<file path="config.mk">
export PLATFORM = sky130hd
export DESIGN_NAME = reg_access_adapter
export DESIGN_NICKNAME = d
export VERILOG_FILES = /design/src/rtl/reg_adapter_pkg.sv /design/src/rtl/adp_cmd_hold.sv /design/src/rtl/adp_seq.sv /design/src/rtl/adp_rsp.sv /design/src/rtl/reg_access_adapter.sv
export SDC_FILE = /design/constraint.sdc
export NUM_CORES = 1
export LEC_CHECK = 0
export BUFFER_PORTS_ARGS = -buffer_cell sky130_fd_sc_hd__buf_4
export CAP_MARGIN = 20
export CORE_ASPECT_RATIO = 1.25
export CORE_UTILIZATION = 48
export CTS_CLUSTER_SIZE = 20
export DETAILED_ROUTE_END_ITERATION = 16
export PLACE_DENSITY = 0.84
export SKIP_CTS_REPAIR_TIMING = 1
export SLEW_MARGIN = 20
export SYNTH_ARGS = -nofsm -noshare
export SYNTH_HDL_FRONTEND = slang
export SYNTH_SLANG_ARGS = --single-unit
</file>
<file path="constraint.sdc">
create_clock -name clk -period 3 [get_ports clk]
set_input_delay 0.3 -clock clk [delete_from_list [all_inputs] [get_ports clk]]
set_output_delay 0.3 -clock clk [all_outputs]
set_load 0.02 [all_outputs]
</file>
<file path="src/rtl/reg_adapter_pkg.sv">
package reg_adapter_pkg;

  typedef enum logic {
    ST_IDLE = 1'b0,
    ST_WAIT = 1'b1
  } adp_state_e;

  // completion happens only on the acknowledge of the outstanding kind
  function automatic logic ack_matches(input logic is_write,
                                       input logic rd_ack,
                                       input logic wr_ack);
    return is_write ? wr_ack : rd_ack;
  endfunction

endpackage

</file>
<file path="src/rtl/adp_cmd_hold.sv">
module adp_cmd_hold #(
  parameter int ADDR_W = 8,
  parameter int DATA_W = 32,
  parameter bit HAS_BE = 1'b1,
  localparam int BE_W  = DATA_W / 8
) (
  input  logic              clk,
  input  logic              rst_n,
  input  logic              load,
  input  logic              h_write,
  input  logic [ADDR_W-1:0] h_addr,
  input  logic [DATA_W-1:0] h_wdata,
  input  logic [BE_W-1:0]   h_be,
  output logic              cap_write,
  output logic [ADDR_W-1:0] cap_addr,
  output logic [DATA_W-1:0] cap_wdata,
  output logic [BE_W-1:0]   cap_be
);

  logic [BE_W-1:0] be_src;

  generate
    if (HAS_BE) begin : g_host_be
      assign be_src = h_be;
    end else begin : g_fill_be
      assign be_src = '1;
    end
  endgenerate

  always_ff @(posedge clk or negedge rst_n) begin
    if (!rst_n) begin
      cap_write <= 1'b0;
      cap_addr  <= '0;
      cap_wdata <= '0;
      cap_be    <= '0;
    end else if (load) begin
      cap_write <= h_write;
      cap_addr  <= h_addr;
      cap_wdata <= h_wdata;
      cap_be    <= be_src;
    end
  end

endmodule

</file>
<file path="src/rtl/adp_seq.sv">
module adp_seq
  import reg_adapter_pkg::*;
(
  input  logic clk,
  input  logic rst_n,
  input  logic h_valid,
  input  logic cap_write,
  input  logic ia_rd_ack,
  input  logic ia_wr_ack,
  output logic h_ready,
  output logic load,
  output logic busy,
  output logic ack_hit
);

  adp_state_e state_q, state_d;

  assign h_ready = (state_q == ST_IDLE);
  assign busy    = (state_q == ST_WAIT);
  assign load    = h_valid && h_ready;
  assign ack_hit = busy && ack_matches(cap_write, ia_rd_ack, ia_wr_ack);

  always_comb begin
    state_d = state_q;
    unique case (state_q)
      ST_IDLE: if (load)    state_d = ST_WAIT;
      ST_WAIT: if (ack_hit) state_d = ST_IDLE;
      default:              state_d = ST_IDLE;
    endcase
  end

  always_ff @(posedge clk or negedge rst_n) begin
    if (!rst_n) state_q <= ST_IDLE;
    else        state_q <= state_d;
  end

endmodule

</file>
<file path="src/rtl/adp_rsp.sv">
module adp_rsp #(
  parameter int DATA_W = 32
) (
  input  logic              clk,
  input  logic              rst_n,
  input  logic              ack_hit,
  input  logic              cap_write,
  input  logic [DATA_W-1:0] ia_rd_data,
  input  logic              ia_rd_err,
  input  logic              ia_wr_err,
  output logic              rsp_valid,
  output logic [DATA_W-1:0] rsp_rdata,
  output logic              rsp_err
);

  always_ff @(posedge clk or negedge rst_n) begin
    if (!rst_n) begin
      rsp_valid <= 1'b0;
      rsp_rdata <= '0;
      rsp_err   <= 1'b0;
    end else begin
      rsp_valid <= ack_hit;
      if (ack_hit) begin
        rsp_rdata <= cap_write ? '0 : ia_rd_data;
        rsp_err   <= cap_write ? ia_wr_err : ia_rd_err;
      end
    end
  end

endmodule

</file>
<file path="src/rtl/reg_access_adapter.sv">
module reg_access_adapter #(
  parameter int ADDR_W = 8,
  parameter int DATA_W = 32,
  parameter bit HAS_BE = 1'b1,
  localparam int BE_W  = DATA_W / 8
) (
  input  logic              clk,
  input  logic              rst_n,
  input  logic              h_valid,
  output logic              h_ready,
  input  logic              h_write,
  input  logic [ADDR_W-1:0] h_addr,
  input  logic [DATA_W-1:0] h_wdata,
  input  logic [BE_W-1:0]   h_be,
  output logic              h_rsp_valid,
  output logic [DATA_W-1:0] h_rsp_rdata,
  output logic              h_rsp_err,
  output logic              ia_req,
  output logic              ia_wr_en,
  output logic              ia_rd_en,
  output logic [ADDR_W-1:0] ia_wr_addr,
  output logic [ADDR_W-1:0] ia_rd_addr,
  output logic [DATA_W-1:0] ia_wr_data,
  output logic [BE_W-1:0]   ia_wr_be,
  input  logic              ia_rd_ack,
  input  logic              ia_rd_err,
  input  logic [DATA_W-1:0] ia_rd_data,
  input  logic              ia_wr_ack,
  input  logic              ia_wr_err
);

  logic              load, busy, ack_hit;
  logic              cap_write;
  logic [ADDR_W-1:0] cap_addr;
  logic [DATA_W-1:0] cap_wdata;
  logic [BE_W-1:0]   cap_be;
  logic              wr_live, rd_live;

  adp_cmd_hold #(.ADDR_W(ADDR_W), .DATA_W(DATA_W), .HAS_BE(HAS_BE)) u_hold (
    .clk(clk), .rst_n(rst_n), .load(load),
    .h_write(h_write), .h_addr(h_addr), .h_wdata(h_wdata), .h_be(h_be),
    .cap_write(cap_write), .cap_addr(cap_addr), .cap_wdata(cap_wdata), .cap_be(cap_be)
  );

  adp_seq u_seq (
    .clk(clk), .rst_n(rst_n), .h_valid(h_valid), .cap_write(cap_write),
    .ia_rd_ack(ia_rd_ack), .ia_wr_ack(ia_wr_ack),
    .h_ready(h_ready), .load(load), .busy(busy), .ack_hit(ack_hit)
  );

  adp_rsp #(.DATA_W(DATA_W)) u_rsp (
    .clk(clk), .rst_n(rst_n), .ack_hit(ack_hit), .cap_write(cap_write),
    .ia_rd_data(ia_rd_data), .ia_rd_err(ia_rd_err), .ia_wr_err(ia_wr_err),
    .rsp_valid(h_rsp_valid), .rsp_rdata(h_rsp_rdata), .rsp_err(h_rsp_err)
  );

  // each path is live only while its kind of transfer is outstanding
  assign wr_live    = busy && cap_write;
  assign rd_live    = busy && !cap_write;
  assign ia_req     = busy;
  assign ia_wr_en   = wr_live;
  assign ia_rd_en   = rd_live;
  assign ia_wr_addr = wr_live ? cap_addr  : '0;
  assign ia_rd_addr = rd_live ? cap_addr  : '0;
  assign ia_wr_data = wr_live ? cap_wdata : '0;
  assign ia_wr_be   = wr_live ? cap_be    : '0;

endmodule

</file>
After elaboration in Yosys (flattened, before gate mapping)
Index checks and enable logic that the tools add are counted.
Word-level totals
  register bits: 80
  memories: 0
  output and inout bits: 90
  word-level logic and storage cells: 24
  memory bits (writable): 0
  bits in latches: 0
  ROM bits: 0
Operators by class
  bitwise operators: 1
  reductions and logical operators: 5
  equality and inequality tests: 0
  magnitude comparators: 0
  shifts and indexed selects: 0
  multipliers: 0
  mux-type cells: 10
  div/mod/pow operators: 0
  $add $sub $neg: 0
Operators by type and width (number)
  $mux W32: 2
  $mux W8: 2
  $logic_and A1 B1 Y1: 4
  $mux W1: 4
  $mux W4: 1
  $pmux W1 S2: 1
  $logic_not A1 Y1: 1
  $not A1 Y1: 1

Logic depth before layout (Yosys ltp)
  depth in word-level cells: 4
  depth in mapped cells: 6
  mapped depth without buffers: 3

Modules after synthesis
From an unflattened synthesis, not the netlist that was laid out.
Second synthesis, totals
  cells, all modules: 308
  area, all modules: 3829.9 um2
By module, submodules not included
  adp_cmd_hold: seq. area each 1126.1 um2, cells an instance 95, times used 1, area each 1874.3 um2
  adp_rsp: seq. area each 850.8 um2, cells an instance 143, times used 1, area each 1472.7 um2
  reg_access_adapter: seq. area each 0.0 um2, cells an instance 64, times used 1, area each 426.7 um2
  adp_seq: seq. area each 25.0 um2, cells an instance 6, times used 1, area each 56.3 um2

Worst setup path before layout
No wires, ideal clock.
  path type: register to output
  from: register u_seq.state_q, in the netlist u_seq.busy
  to: output port ia_wr_data[18]
  setup slack: 1.426 ns
  arrival: 1.274 ns
  stages on the path, launching flop included: 4
  required time: 2.700 ns
  buffers on the path: 2
  cell sequence: dfrtp_1 > clkbuf_1 > clkbuf_1 > and3_1
Between the ends
  cells in the longest elaborated chain, start to end: 2
Ends and longest elaborated chain
  start: declaration: line adp_seq.sv:16  | adp_state_e state_q, state_d;
  start signal: assignment: line adp_seq.sv:34  | else state_q <= state_d;
  $logic_and A1 B1 Y1: line reg_access_adapter.sv:58  | assign wr_live = busy && cap_write;
  $mux W32: line reg_access_adapter.sv:65  | assign ia_wr_data = wr_live ? cap_wdata : '0;
  end: declaration: line reg_access_adapter.sv:23  | output logic [DATA_W-1:0] ia_wr_data,
Every way passes these cells.

Worst setup path in the final report
  from: register u_seq.state_q, in the netlist u_seq.busy
  to: output port ia_rd_addr[7]
Between the ends
  cells in the longest elaborated chain, start to end: 2
Ends and longest elaborated chain
  $logic_and A1 B1 Y1: line reg_access_adapter.sv:59  | assign rd_live = busy && !cap_write;
  $mux W8: line reg_access_adapter.sv:64  | assign ia_rd_addr = rd_live ? cap_addr : '0;
  end: declaration: line reg_access_adapter.sv:22  | output logic [ADDR_W-1:0] ia_rd_addr,
Every way passes these cells.

==> results.cfg <==
[timing]
slew_headroom_pct = 57.9
holdWs_ns = 0.175
tightest_slew_ns = 0.629
fin_worst_skew_ns = 0.0113
timing.final.max_slew_violations = 0
fmax_mhz = 438
setup-tns-final_ns = 0
hold_viol = 0
setup_viol = 0
setup_slack_ns = 0.718
fin_crit_sh_pct = 76.1
rsz0062_at_grt = false
period_minus_slack_ns = 2.28

[route]
vias = 2624
drtAntennaViolNets = 0
route.detailed.drc = 0
drt-initial-drc-count = 92
wire_per_inst_um = 16.9
via_per_inst = 5.22
detail_route.first_pass.iterations = 4
drt_wl_total_um = 8490

[logic_synthesis]
synth-compound-area-share_pct = 8.96
synth_simple_gate_area_share_pct = 10.9
ys_types = 17
seq_area_frac_synth_pct = 60.0
synth_area_um2 = 3340
synth_mux_area_share_pct = 15.9
synth_top_family_by_area = multiplexers
syn-num-nets = 328
synth_warnings = 0
synth_xor_area_share_pct = 0
synth_cells = 244
synth_fa_ha_area_share_pct = 0
yosysTopAreaCell = dfrtp_1
synth_area_leaders = dfrtp_1 (60%), mux2_2 (15%), a22o_1 (8.4%), and3_1 (8.2%), and2_1 (1.9%)
syn_area_per_cell_um2 = 13.7
netlist.area_leader.share_pct = 60.0
yosys_register_bits = 80

[cts]
cts_root_buf = clkbuf_8
cts_buffers = 9
clk_path_buf_depth = 2
path_clk_slew_ns = 0.08
clkLatencyLatePin_ns = 0.34
tritoncts = built
cts_sinks = 80
h-tree-depth = 3

[final_layout]
seq_area_um2 = 2000
n_antenna_cell = 0
syn_to_final_growth_pct = 46.7
instances_no_fill = 503
fillers = 459
multi_input_area_um2 = 1200
fin_area_um2 = 4900
final_util_pct = 73.7
final_nets = 496
drive_gt1_share_pct = 57.7

[floorplan]
fp.dieArea_um2 = 7290
chipHeight_um = 95.2
core_um2 = 6650
ios = 174
rows = 33
die_width_um = 76.6
initial_utilization_pct = 50.2

[critical_path]
slowest_stage = dfrtp_1
startpoint = u_seq.busy
critPathKind = flop to output port
cp-end-kind = output port
crit_top_cell = buf_4
timing.rr.start = u_seq.busy
worstPathCellList = buf_4 -> nor2b_4 -> and2_1 -> buf_4
startpoint_type = flop
required_ns = 2.70
reg2regPathDepth = 5
cp_max_fo = 38
crit_arrival_ns = 1.98
slowest_delay_ns = 0.61

[global_route]
antenna_found_initial = 0
grt_pass1_wl_um = 13300
grt_pass1_vias = 2684
grt_max_degree = 81
track_usage_pct = 24.0
grt-ovfl-total = 0

[placed_design]
dp_slack_ns = 0.939
hpwlAfterDp_um = 6040
dp.cells = 486
globalplace.congestion = 0.769
dpl-instance-area_um2 = 4660
port-buffer-count = 173

[power]
p_leak_nw = 2.59
totalPowerFinal_mw = 5.57
peakVddDrop_mv = 0.644
power_density_nw_per_um2 = 1140

[run]
maxCapViolations = 0

[worst_hold_path]
min_path_type = input port to flop
hold_depth = 2
hp-start = ia_rd_data[8]

[run_status]
outcome = completed
## Yosys cell counts
| library cell | number |
|---|---|
| and2_1 | 10 |
| buf_2 | 8 |
| nor2b_4 | 1 |
| dfrtp_1 | 80 |
| buf_6 | 5 |
| clkbuf_1 | 10 |
| mux2_4 | 1 |
| nand2_2 | 1 |
| mux2_2 | 45 |
| a31oi_1 | 1 |
| inv_1 | 2 |
| o21a_1 | 1 |
| a21oi_1 | 1 |
| nor2b_1 | 1 |
| and3_1 | 44 |
| a22o_1 | 32 |
| mux2i_1 | 1 |
## metal layers
| metal | share of wire (%) | global-route usage [%] |
|---|---|---|
| met1 | 39 | 29.0 |
| met2 | 49 | 38.7 |
| met3 | 9.0 | 7.75 |
| met4 | 3.0 | 12.8 |
| met5 | 0 | 0 |
## sequential cells by signal, summed over array words and instances, names as in the netlist
signal,flops
u_hold.cap_wdata,32
u_hold.cap_be,4
u_hold.cap_addr,8
u_hold.cap_write,1
u_rsp.rsp_valid,1
u_rsp.rsp_err,1
u_seq.busy,1
u_rsp.rsp_rdata,32
## area by class of cell
type | instances | area share, %
sequential | 80 | 40.9
timing repair buffer | 180 | 28.1
multi-input combinational | 139 | 24.6
clock buffer | 12 | 2.76
tap | 87 | 2.22
clock inverter | 3 | 1.38
inverter | 2 | 0.153
## kinds of logic after synthesis
family                 Yosys count
AO/OA/AOI/OAI                   35
buffers and inverters           25
flip-flops                      80
multiplexers                    47
AND/OR/NAND/NOR                 57
## critical path, delay by kind of cell (launching register included)
family / cells / cell delay (ns)
buffers and inverters: 2 / 0.55
AND/OR/NAND/NOR: 2 / 0.48
flip-flops: 1 / 0.61
## path summary, 6_finish.rpt
path | slack (ns) | to
worst max-delay path | 0.72 | ia_rd_addr[7]
worst min-delay path | 0.17 | u_rsp.rsp_rdata[8]
worst max register to register | 0.94 | u_rsp.rsp_rdata[31]
worst min register to register | 0.51 | u_hold.cap_wdata[31]
max in group asynchronous | 2.02 | u_rsp.rsp_rdata[23]
min in group asynchronous | 0.38 | u_hold.cap_wdata[13]
## where the power goes
group          total (mW)  switching (mW)  internal (mW)  leakage [nW]
Sequential           1.92           0.316           1.60         0.978
Clock               0.819           0.353          0.466        0.0967
Combinational        2.83            1.46           1.37          1.51
Total                5.57            2.13           3.43          2.59
## placed cells by master (no fill, tap or decap), drive strengths merged
master,count
dfrtp,80
inv,2
mux2i,1
o21a,1
a22o,32
a31oi,1
bufinv,2
clkinvlp,1
clkbuf,12
nand2,1
and3,44
mux2,46
dlygate4sd3,1
a21oi,1
buf,179
nor2b,2
and2,10
Power figures use the tool's default switching activity.
